<file path="src/rtl/serial_byte_ram_pkg.sv">
package serial_byte_ram_pkg;

    localparam int DATA_W   = 8;
    localparam int DEPTH    = 128;
    localparam int AW       = $clog2(DEPTH);
    localparam int BW       = $clog2(DATA_W);
    localparam int CMD_BITS = 3 * DATA_W;
    localparam int CNT_W    = $clog2(CMD_BITS);
    localparam int KEEP     = 2 * DATA_W + AW;

    typedef enum logic [2:0] {
        ST_IDLE,
        ST_CMD,
        ST_WR,
        ST_RD_WAIT,
        ST_RD,
        ST_DONE,
        ST_ABORT
    } xfer_state_e;

    typedef struct packed {
        xfer_state_e       state;
        logic [KEEP-1:0]   cmd;
        logic [CNT_W-1:0]  cnt;
        logic [AW-1:0]     addr;
        logic              burst;
        logic [DATA_W-1:0] wbyte;
        logic [BW-1:0]     bitc;
    } ctrl_s;

endpackage

</file>
<file path="src/rtl/ser_edge_detect.sv">
module ser_edge_detect (
    input  logic clk,
    input  logic rst_n,
    input  logic sig_i,
    output logic rise_o,
    output logic fall_o
);
    logic prev_q;

    always_ff @(posedge clk or negedge rst_n) begin
        if (!rst_n) prev_q <= 1'b0;
        else        prev_q <= sig_i;
    end

    assign rise_o = sig_i & ~prev_q;
    assign fall_o = ~sig_i & prev_q;
endmodule

</file>
<file path="src/rtl/cmd_word_decode.sv">
module cmd_word_decode
    import serial_byte_ram_pkg::*;
(
    input  logic [KEEP-1:0] word_i,
    output logic            valid_o,
    output logic            burst_o,
    output logic            read_o,
    output logic [AW-1:0]   addr_o
);
    logic [DATA_W-1:0] mode_byte;
    logic [DATA_W-1:0] dir_byte;
    logic              reserved_clear;
    logic              dir_uniform;

    always_comb begin
        mode_byte      = word_i[DATA_W-1:0];
        dir_byte       = word_i[2*DATA_W-1:DATA_W];
        reserved_clear = (mode_byte[DATA_W-2:0] == '0);
        dir_uniform    = (dir_byte == '0) || (dir_byte == '1);
        valid_o        = reserved_clear && dir_uniform;
        burst_o        = mode_byte[DATA_W-1];
        read_o         = dir_byte[0];
        addr_o         = word_i[KEEP-1:2*DATA_W];
    end
endmodule

</file>
<file path="src/rtl/byte_store.sv">
module byte_store #(
    parameter int DEPTH_P = 128,
    parameter int WIDTH_P = 8,
    localparam int AW_L   = $clog2(DEPTH_P)
) (
    input  logic               clk,
    input  logic               rst_n,
    input  logic               we_i,
    input  logic [AW_L-1:0]    addr_i,
    input  logic [WIDTH_P-1:0] wdata_i,
    output logic [WIDTH_P-1:0] rdata_o
);
    logic [WIDTH_P-1:0] row_q [DEPTH_P];

    for (genvar r = 0; r < DEPTH_P; r++) begin : g_row
        always_ff @(posedge clk or negedge rst_n) begin
            if (!rst_n)
                row_q[r] <= '0;
            else if (we_i && (addr_i == AW_L'(r)))
                row_q[r] <= wdata_i;
        end
    end

    assign rdata_o = row_q[addr_i];
endmodule

</file>
<file path="src/rtl/serial_byte_ram.sv">
module serial_byte_ram
    import serial_byte_ram_pkg::*;
(
    input  logic clk,
    input  logic rst_n,
    input  logic xfer_en,
    input  logic ser_clk,
    input  logic sdata_i,
    output logic sdata_o,
    output logic sdata_oe
);
    localparam logic [AW-1:0]    LAST_ADDR = AW'(DEPTH - 1);
    localparam logic [CNT_W-1:0] LAST_CMD  = CNT_W'(CMD_BITS - 1);
    localparam logic [BW-1:0]    LAST_BIT  = BW'(DATA_W - 1);

    ctrl_s ctrl_q, ctrl_d;

    logic              sclk_rise, sclk_fall;
    logic [KEEP-1:0]   cmd_word;
    logic              dec_valid, dec_burst, dec_read;
    logic [AW-1:0]     dec_addr;
    logic              mem_we;
    logic [DATA_W-1:0] mem_wdata;
    logic [DATA_W-1:0] mem_rdata;
    logic [DATA_W-1:0] wbyte_next;

    ser_edge_detect u_edge (
        .clk    (clk),
        .rst_n  (rst_n),
        .sig_i  (ser_clk),
        .rise_o (sclk_rise),
        .fall_o (sclk_fall)
    );

    // Word as it stands once the current input bit is placed at its slot.
    for (genvar i = 0; i < KEEP; i++) begin : g_word
        assign cmd_word[i] = (ctrl_q.cnt == CNT_W'(i)) ? sdata_i : ctrl_q.cmd[i];
    end

    cmd_word_decode u_dec (
        .word_i  (cmd_word),
        .valid_o (dec_valid),
        .burst_o (dec_burst),
        .read_o  (dec_read),
        .addr_o  (dec_addr)
    );

    byte_store #(
        .DEPTH_P (DEPTH),
        .WIDTH_P (DATA_W)
    ) u_store (
        .clk     (clk),
        .rst_n   (rst_n),
        .we_i    (mem_we),
        .addr_i  (ctrl_q.addr),
        .wdata_i (mem_wdata),
        .rdata_o (mem_rdata)
    );

    always_comb begin
        ctrl_d    = ctrl_q;
        mem_we    = 1'b0;
        wbyte_next = ctrl_q.wbyte;
        wbyte_next[ctrl_q.bitc] = sdata_i;
        mem_wdata = wbyte_next;

        if (!xfer_en) begin
            ctrl_d.state = ST_IDLE;
            ctrl_d.cnt   = '0;
            ctrl_d.bitc  = '0;
        end else begin
            unique case (ctrl_q.state)
                ST_IDLE: begin
                    ctrl_d.state = ST_CMD;
                    ctrl_d.cnt   = '0;
                    ctrl_d.cmd   = '0;
                    ctrl_d.bitc  = '0;
                end
                ST_CMD: begin
                    if (sclk_rise) begin
                        ctrl_d.cmd = cmd_word;
                        if (ctrl_q.cnt == LAST_CMD) begin
                            ctrl_d.bitc  = '0;
                            ctrl_d.burst = dec_burst;
                            ctrl_d.addr  = dec_burst ? '0 : dec_addr;
                            if (!dec_valid)    ctrl_d.state = ST_ABORT;
                            else if (dec_read) ctrl_d.state = ST_RD_WAIT;
                            else               ctrl_d.state = ST_WR;
                        end else begin
                            ctrl_d.cnt = ctrl_q.cnt + CNT_W'(1);
                        end
                    end
                end
                ST_WR: begin
                    if (sclk_rise) begin
                        ctrl_d.wbyte = wbyte_next;
                        if (ctrl_q.bitc == LAST_BIT) begin
                            mem_we      = 1'b1;
                            ctrl_d.bitc = '0;
                            if (ctrl_q.burst && ctrl_q.addr != LAST_ADDR)
                                ctrl_d.addr = ctrl_q.addr + AW'(1);
                            else
                                ctrl_d.state = ST_DONE;
                        end else begin
                            ctrl_d.bitc = ctrl_q.bitc + BW'(1);
                        end
                    end
                end
                ST_RD_WAIT: begin
                    if (sclk_fall) begin
                        ctrl_d.state = ST_RD;
                        ctrl_d.bitc  = '0;
                    end
                end
                ST_RD: begin
                    if (sclk_fall) begin
                        if (ctrl_q.bitc == LAST_BIT) begin
                            ctrl_d.bitc = '0;
                            if (ctrl_q.burst && ctrl_q.addr != LAST_ADDR)
                                ctrl_d.addr = ctrl_q.addr + AW'(1);
                            else
                                ctrl_d.state = ST_DONE;
                        end else begin
                            ctrl_d.bitc = ctrl_q.bitc + BW'(1);
                        end
                    end
                end
                ST_DONE, ST_ABORT: ctrl_d = ctrl_q;
                default: ctrl_d.state = ST_IDLE;
            endcase
        end
    end

    always_ff @(posedge clk or negedge rst_n) begin
        if (!rst_n) begin
            ctrl_q       <= '0;
            ctrl_q.state <= ST_IDLE;
        end else begin
            ctrl_q <= ctrl_d;
        end
    end

    assign sdata_oe = (ctrl_q.state == ST_RD);
    assign sdata_o  = sdata_oe & mem_rdata[ctrl_q.bitc];
endmodule

</file>
<file path="config.mk">
export PLATFORM = sky130hd
export DESIGN_NAME = serial_byte_ram
export DESIGN_NICKNAME = d
export VERILOG_FILES = /design/src/rtl/serial_byte_ram_pkg.sv /design/src/rtl/ser_edge_detect.sv /design/src/rtl/cmd_word_decode.sv /design/src/rtl/byte_store.sv /design/src/rtl/serial_byte_ram.sv
export SDC_FILE = /design/constraint.sdc
export NUM_CORES = 2
export LEC_CHECK = 0
export BUFFER_PORTS_ARGS = -buffer_cell sky130_fd_sc_hd__buf_2
export CELL_PAD_IN_SITES_DETAIL_PLACEMENT = 1
export CELL_PAD_IN_SITES_GLOBAL_PLACEMENT = 1
export CORE_MARGIN = 1
export CORE_UTILIZATION = 50
export DETAILED_ROUTE_END_ITERATION = 6
export PLACE_DENSITY_LB_ADDON = 0.1
export RECOVER_POWER = 25
export SYNTH_ARGS = -nofsm -noshare
export SYNTH_HDL_FRONTEND = slang
export SYNTH_SLANG_ARGS = --single-unit
</file>
<file path="constraint.sdc">
create_clock -name clk -period 5 [get_ports clk]
set_input_delay 0.75 -clock clk [delete_from_list [all_inputs] [get_ports clk]]
set_output_delay 0.75 -clock clk [all_outputs]
set_load 0.005 [all_outputs]
</file>
=== Word-level counts from Yosys, hierarchy flattened ===
Cells that the tools add are included.
Widths: inputs -> output; s select.

* Add/subtract/negate cells: 3
* $lt $le $gt $ge: 3
* Equal/unequal tests: 172
* Muxes and demuxes: 64
* Bitwise logic cells: 6
* Reduce and logical (&&, ||, !) cells: 147

{| class="wikitable"
|+ Operators with widths
! kind !! number
|-
| $eq 7x7->1 const B || 64
|-
| $eq 7x6->1 const B || 32
|-
| $logic_and 1x1->1 || 131
|-
| $eq 7x5->1 const B || 16
|-
| $bmux 8 s7 || 1
|-
| $eq 7x4->1 const B || 8
|-
| $pmux 28 s2 || 1
|-
| $mux 3 || 15
|-
| $eq 5x4->1 const B || 8
|-
| $eq 5x5->1 const B || 8
|-
| $mux 39 || 1
|-
| $mux 7 || 5
|-
| $mux 1 || 30
|-
| $eq 7x3->1 const B || 4
|-
| $mux 8 || 3
|-
| $pmux 7 s3 || 1
|-
| $eq 5x3->1 const B || 4
|-
| $pmux 3 s6 || 1
|-
| $reduce_and 6->1 || 3
|-
| $ne 3x3->1 const B || 5
|-
| $pmux 3 s5 || 1
|-
| $eq 7x2->1 const B || 2
|-
| $logic_not 7->1 || 2
|-
| $eq 3x3->1 const B || 4
|-
| other kinds (34) || 45
|}

* Flip-flop bits (word level): 1075
* Output and inout bits: 2
* Word-level logic and storage cells: 531

=== Logic depth before layout (Yosys ltp) ===
* Depth after elaboration: 10
* Gate-level depth with buffers: 14

=== By module ===
Synthesis repeated with hierarchy kept, for this count alone.

* Cell total of the unflattened synthesis: 3463
* Area total of the unflattened synthesis: 50781.2 µm²

{| class="wikitable"
|+ By module, submodules not included
! module !! instances !! cells each !! area an instance (µm²)
|-
| byte_store || 1 || 3113 || 47400.5
|-
| serial_byte_ram || 1 || 328 || 3201.8
|-
| cmd_word_decode || 1 || 19 || 138.9
|-
| ser_edge_detect || 1 || 3 || 40.0
|}

=== Least setup slack after synthesis ===
OpenSTA, ideal clock, no wires.

* Kind: flip-flop to output port
* Start: register ctrl_q[12] in the netlist's numbering
* End: output port sdata_o
* Arrival time: 2.615 ns
* Slack: 1.635 ns
* Cell stages (with the launch flop): 12
* Path through: dfrtp_1 -> buf_6 -> buf_2 -> buf_4 -> buf_2 -> mux4_2 -> a22oi_1 -> a21oi_1 -> a311oi_1 -> nor2_1 -> a211oi_1 -> a21boi_1

* Word-level cells in the longest chain between the ends: 7

{| class="wikitable"
|+ Ends and longest elaborated chain
! item !! RTL line !! text
|-
| from (decl) || serial_byte_ram.sv:16 || <nowiki>ctrl_s ctrl_q, ctrl_d;</nowiki>
|-
| from (signal assigned) || serial_byte_ram.sv:139 || <nowiki>ctrl_q <= ctrl_d;</nowiki>
|-
| $not 7->8 (not written as such) || byte_store.sv:24 || <nowiki>assign rdata_o = row_q[addr_i];</nowiki>
|-
| $bmux 8 s7 || byte_store.sv:24 ||
|-
| $mux 8 (not written as such) (2 in series) || byte_store.sv:24 ||
|-
| $bmux 1 s3 || serial_byte_ram.sv:144 || <nowiki>assign sdata_o = sdata_oe & mem_rdata[ctrl_q.bitc];</nowiki>
|-
| $mux 1 (not written as such) || serial_byte_ram.sv:144 ||
|-
| $and 1x1->1 || serial_byte_ram.sv:144 ||
|-
| to (decl) || serial_byte_ram.sv:9 || <nowiki>output logic sdata_o,</nowiki>
|}

Every way passes these cells. The select of a mux whose other input is x is not followed.

=== Worst setup path in the final report ===
Same ends and word-level chain as after synthesis.

==> impl_metrics.json <==
{
  "p_per_area_nw_per_um2": 395.4,
  "antenna_found_initial": 3,
  "setup_tns_ns": 0,
  "die_w_um": 310.6,
  "min_path_cells": 1,
  "crit_path_start_kind": "flip-flop",
  "grt_pass1_vias": 38791,
  "postSynthAreaPerCell_um2": 10.51,
  "grt_usage_pct": 33.46,
  "syn_nets": 4548,
  "areaGrowthSynthToFinish_pct": 13.30,
  "portBuffers": 6,
  "p_switching_mw": 6.077,
  "layout_setup_ws_ns": 0.1155,
  "rows": 112,
  "cts_buffer_depth": 3,
  "grt_pass1_wl_mm": 245.8,
  "power.static_leakage_nw": 24.95,
  "cp_slowest_cell": "dfrtp_4",
  "ys_async_sr_fraction_pct": 100.0,
  "worstSetupPathType": "flip-flop to output port",
  "ir_worst_vdd_mv": 0.3177,
  "antenna_cells": 0,
  "grt-ovfl-total": 0,
  "period_share_pct": 97.69,
  "synth_edf_count": 0,
  "ys_seq_area_share_pct": 56.48,
  "max_clock_freq_ghz": 0.2047,
  "hold_class": "primary input to flip-flop",
  "fin_crit_ns": 4.884,
  "placed_cells_incl_taps": 5663,
  "fin_skew_ns": 0.02648,
  "combPwrFrac_pct": 16.9,
  "reg2reg_depth": 8,
  "root_buffer": "clkbuf_16",
  "grt_start_max_net_pins": 123,
  "dieHeight_um": 310.6,
  "cts_tree": "built",
  "core_um2": 93890,
  "clock_latency_ns": 0.73,
  "io_pins": 7,
  "hold_viol_final": 0,
  "clkSlewWorstSetupHoldPaths_ns": 0.06,
  "status": "complete, but fails checks",
  "gp_congestion": 0.9085,
  "viasPerCell": 6.254,
  "slowest_delay_ns": 0.58,
  "syn-cell-area_um2": 47630,
  "drive_gt1_share_pct": 15.65,
  "ys_types": 56,
  "cp_max_fo": 29,
  "place_area_um2": 49960,
  "min_to": "u_edge.prev_q",
  "holdCritStartpoint": "ser_clk",
  "swShare_pct": 28.48,
  "r2r_start": "ctrl_q[12]",
  "maxSlewHeadroom_pct": -88.10,
  "path_cells": "buf_6 -> buf_4 -> clkbuf_16 -> mux4_2 -> a22oi_1 -> a21oi_1 -> nor4_1 -> nor3_1 -> a211oi_1 -> a21boi_1 -> buf_2",
  "start_util_pct": 50.72,
  "drc_errors": 0,
  "synth_cells": 4532,
  "r2r_slack_ns": 1.03,
  "dieArea_um2": 96490,
  "violations": "capacitance limit, slew limit",
  "cts_buffers": 112,
  "cts_hold_buffers": 0,
  "clockPowerShare_pct": 41.3,
  "htreeDepth": 3,
  "ys_ff_latch": 1075,
  "firstDrtPassIters": 7,
  "max_cap_viol_count": 6,
  "antenna_left": 0,
  "layout.nets": 4552,
  "slew_violations": 382,
  "grt_setup_unrepaired": "false",
  "end_kind": "output port",
  "finalSetupViolations": 0,
  "ys_warn_count": 0,
  "cp.required_ns": 4.25,
  "r2r_end": "ctrl_q[15]",
  "crit_arrival_ns": 4.13,
  "place_ws_ns": 0.3830,
  "dp_hpwl_mm": 102.2,
  "clock_sinks": 1075,
  "p_int_mw": 15.26,
  "fin_area_um2": 53960,
  "finalNonFillerCells": 5886,
  "drt-total-wl_mm": 160.0,
  "worst_pin_slew_ns": 2.821,
  "seqPwrFrac_pct": 41.7,
  "first_iter_violations": 3079,
  "routedWlPerCell_um": 27.19,
  "synthFlopType": "dfrtp_1",
  "num_vias": 36812
}
-- power by group through the flow --
stage	sequential (mW)	combinational, mW	clock, mW
after floorplan	8.90	2.36	0
after global placement	9.08	3.31	0
after detailed placement	9.08	3.34	0
after CTS	8.91	3.42	8.93
after global routing	8.90	3.80	9.24
final	8.90	3.61	8.82
-- stage by stage --
stage          total power [mW]  hold WS (ns)  util, %
2_1_floorplan             11.26        0.4448        -
3_3_place_gp              12.39        0.4571    53.21
3_5_place_dp              12.42        0.4701    53.21
4_1_cts                   21.27        0.1109    57.40
5_1_grt                   21.94        0.1938    57.47
6_report                  21.33        0.1984    57.47
-- how the worst max path moves through the flow --
stage	startpoint	slack [ns]	end	cells after the start
after floorplan	ctrl_q[12]	1.64	sdata_o	11
after global placement	ctrl_q[14]	0.37	sdata_o	10
after detailed placement	ctrl_q[14]	0.38	sdata_o	10
after CTS	ctrl_q[12]	0.02	sdata_o	10
after global routing	ctrl_q[12]	0.02	sdata_o	11
final	ctrl_q[12]	0.12	sdata_o	11
-- Yosys cell counts (8+ instances only) --
cell type  instances  area (um^2)
buf_6              8        90.09
buf_2             61        305.3
buf_4             18        135.1
a211oi_1           8        60.06
mux2i_1          109         1091
o21ai_1            9        45.04
nor4_1             8        50.05
nand3_1           44        220.2
inv_1             12        45.04
o211ai_1          10        75.07
dfrtp_1         1075        26900
a21oi_1         1073         5370
buf_1             10        37.54
o21ai_0           64        320.3
and3_1            10        62.56
nor2b_1           16        100.1
a22oi_1           65        488.0
o22ai_1            8        50.05
mux4_2           231         5202
a31oi_1           11        68.82
ha_1              11        137.6
a22o_1            10        87.58
nand2b_1          16        100.1
nand2_1           86        322.8
nor3_1            10        50.05
clkbuf_1         281         1055
nor2_2            17        106.4
nor2_1          1174         4407
-- worst max-delay path, delay by kind of cell (launching register included) --
kind                   cells  cell delay (ns)
AO/OA/AOI/OAI              4             0.97
AND/OR/NAND/NOR            2             0.41
multiplexers               1             0.54
flip-flops                 1             0.58
buffers and inverters      4             0.89
-- metal layers --
layer	part of all wire, %	GRT usage [%]	vias to the layer above
met5	0.017	0	-
met4	4.4	13.48	4
met3	5.8	5.678	351
met2	47	53.18	1066
met1	43	46.01	19501
li1	-	-	15890
-- what timing repair did --
action,CTS,global route
endpoints found under the setup margin,1,1
buffers inserted,1,9
pin swaps,0,0
resized for setup,6,14
cloned,0,3
-- kinds of logic after synthesis --
family | after synthesis | share of synthesized area, %
XOR/XNOR | 1 | 0.01839
buffers and inverters | 392 | 3.518
AO/OA/AOI/OAI | 1303 | 14.62
flip-flops | 1075 | 56.48
AND/OR/NAND/NOR | 1404 | 11.71
adder cells (fa/ha/maj) | 11 | 0.2890
multiplexers | 346 | 13.36
-- cell type report --
class | instances | area (um^2)
clock inverters | 41 | 544.3
fillers | 9955 | 39930
clock buffers | 169 | 3338
well taps | 1254 | 1569
repair buffers | 268 | 2311
flip-flops and latches | 1075 | 26910
inverters | 14 | 52.55
multi-input cells | 3065 | 19230
-- layout by cell type (no fill, tap or decap), drive strengths merged, types with 4 or more instances in the layout --
master   Yosys  routed
nor2      1191    1191
dfrtp     1075    1075
a21oi     1073    1073
buf         97     246
mux4       231     231
clkbuf     281     191
mux2i      109     109
nand2       86      86
o21ai       73      73
a22oi       65      65
nand3       44      44
clkinv       0      23
inv         14      19
nand2b      16      16
nor2b       16      16
a31oi       11      11
ha          11      11
bufinv       0      11
and3        10      10
nor3        10      10
o211ai      10      10
a22o        10      10
nor4         8       8
a211oi       8       8
o22ai        8       8
nand3b       7       7
mux2         6       6
a221oi       6       6
nand4        6       6
a311oi       4       4
a32oi        4       4
o32a         4       4
o31ai        4       4
a2111oi      4       4
-- state kept, by name, indices dropped and copies added, names as in the netlist --
name           cells
u_edge.prev_q      1
u_store.row_q   1024
ctrl_q            50
No activity file was read; power rests on OpenSTA's default activity.
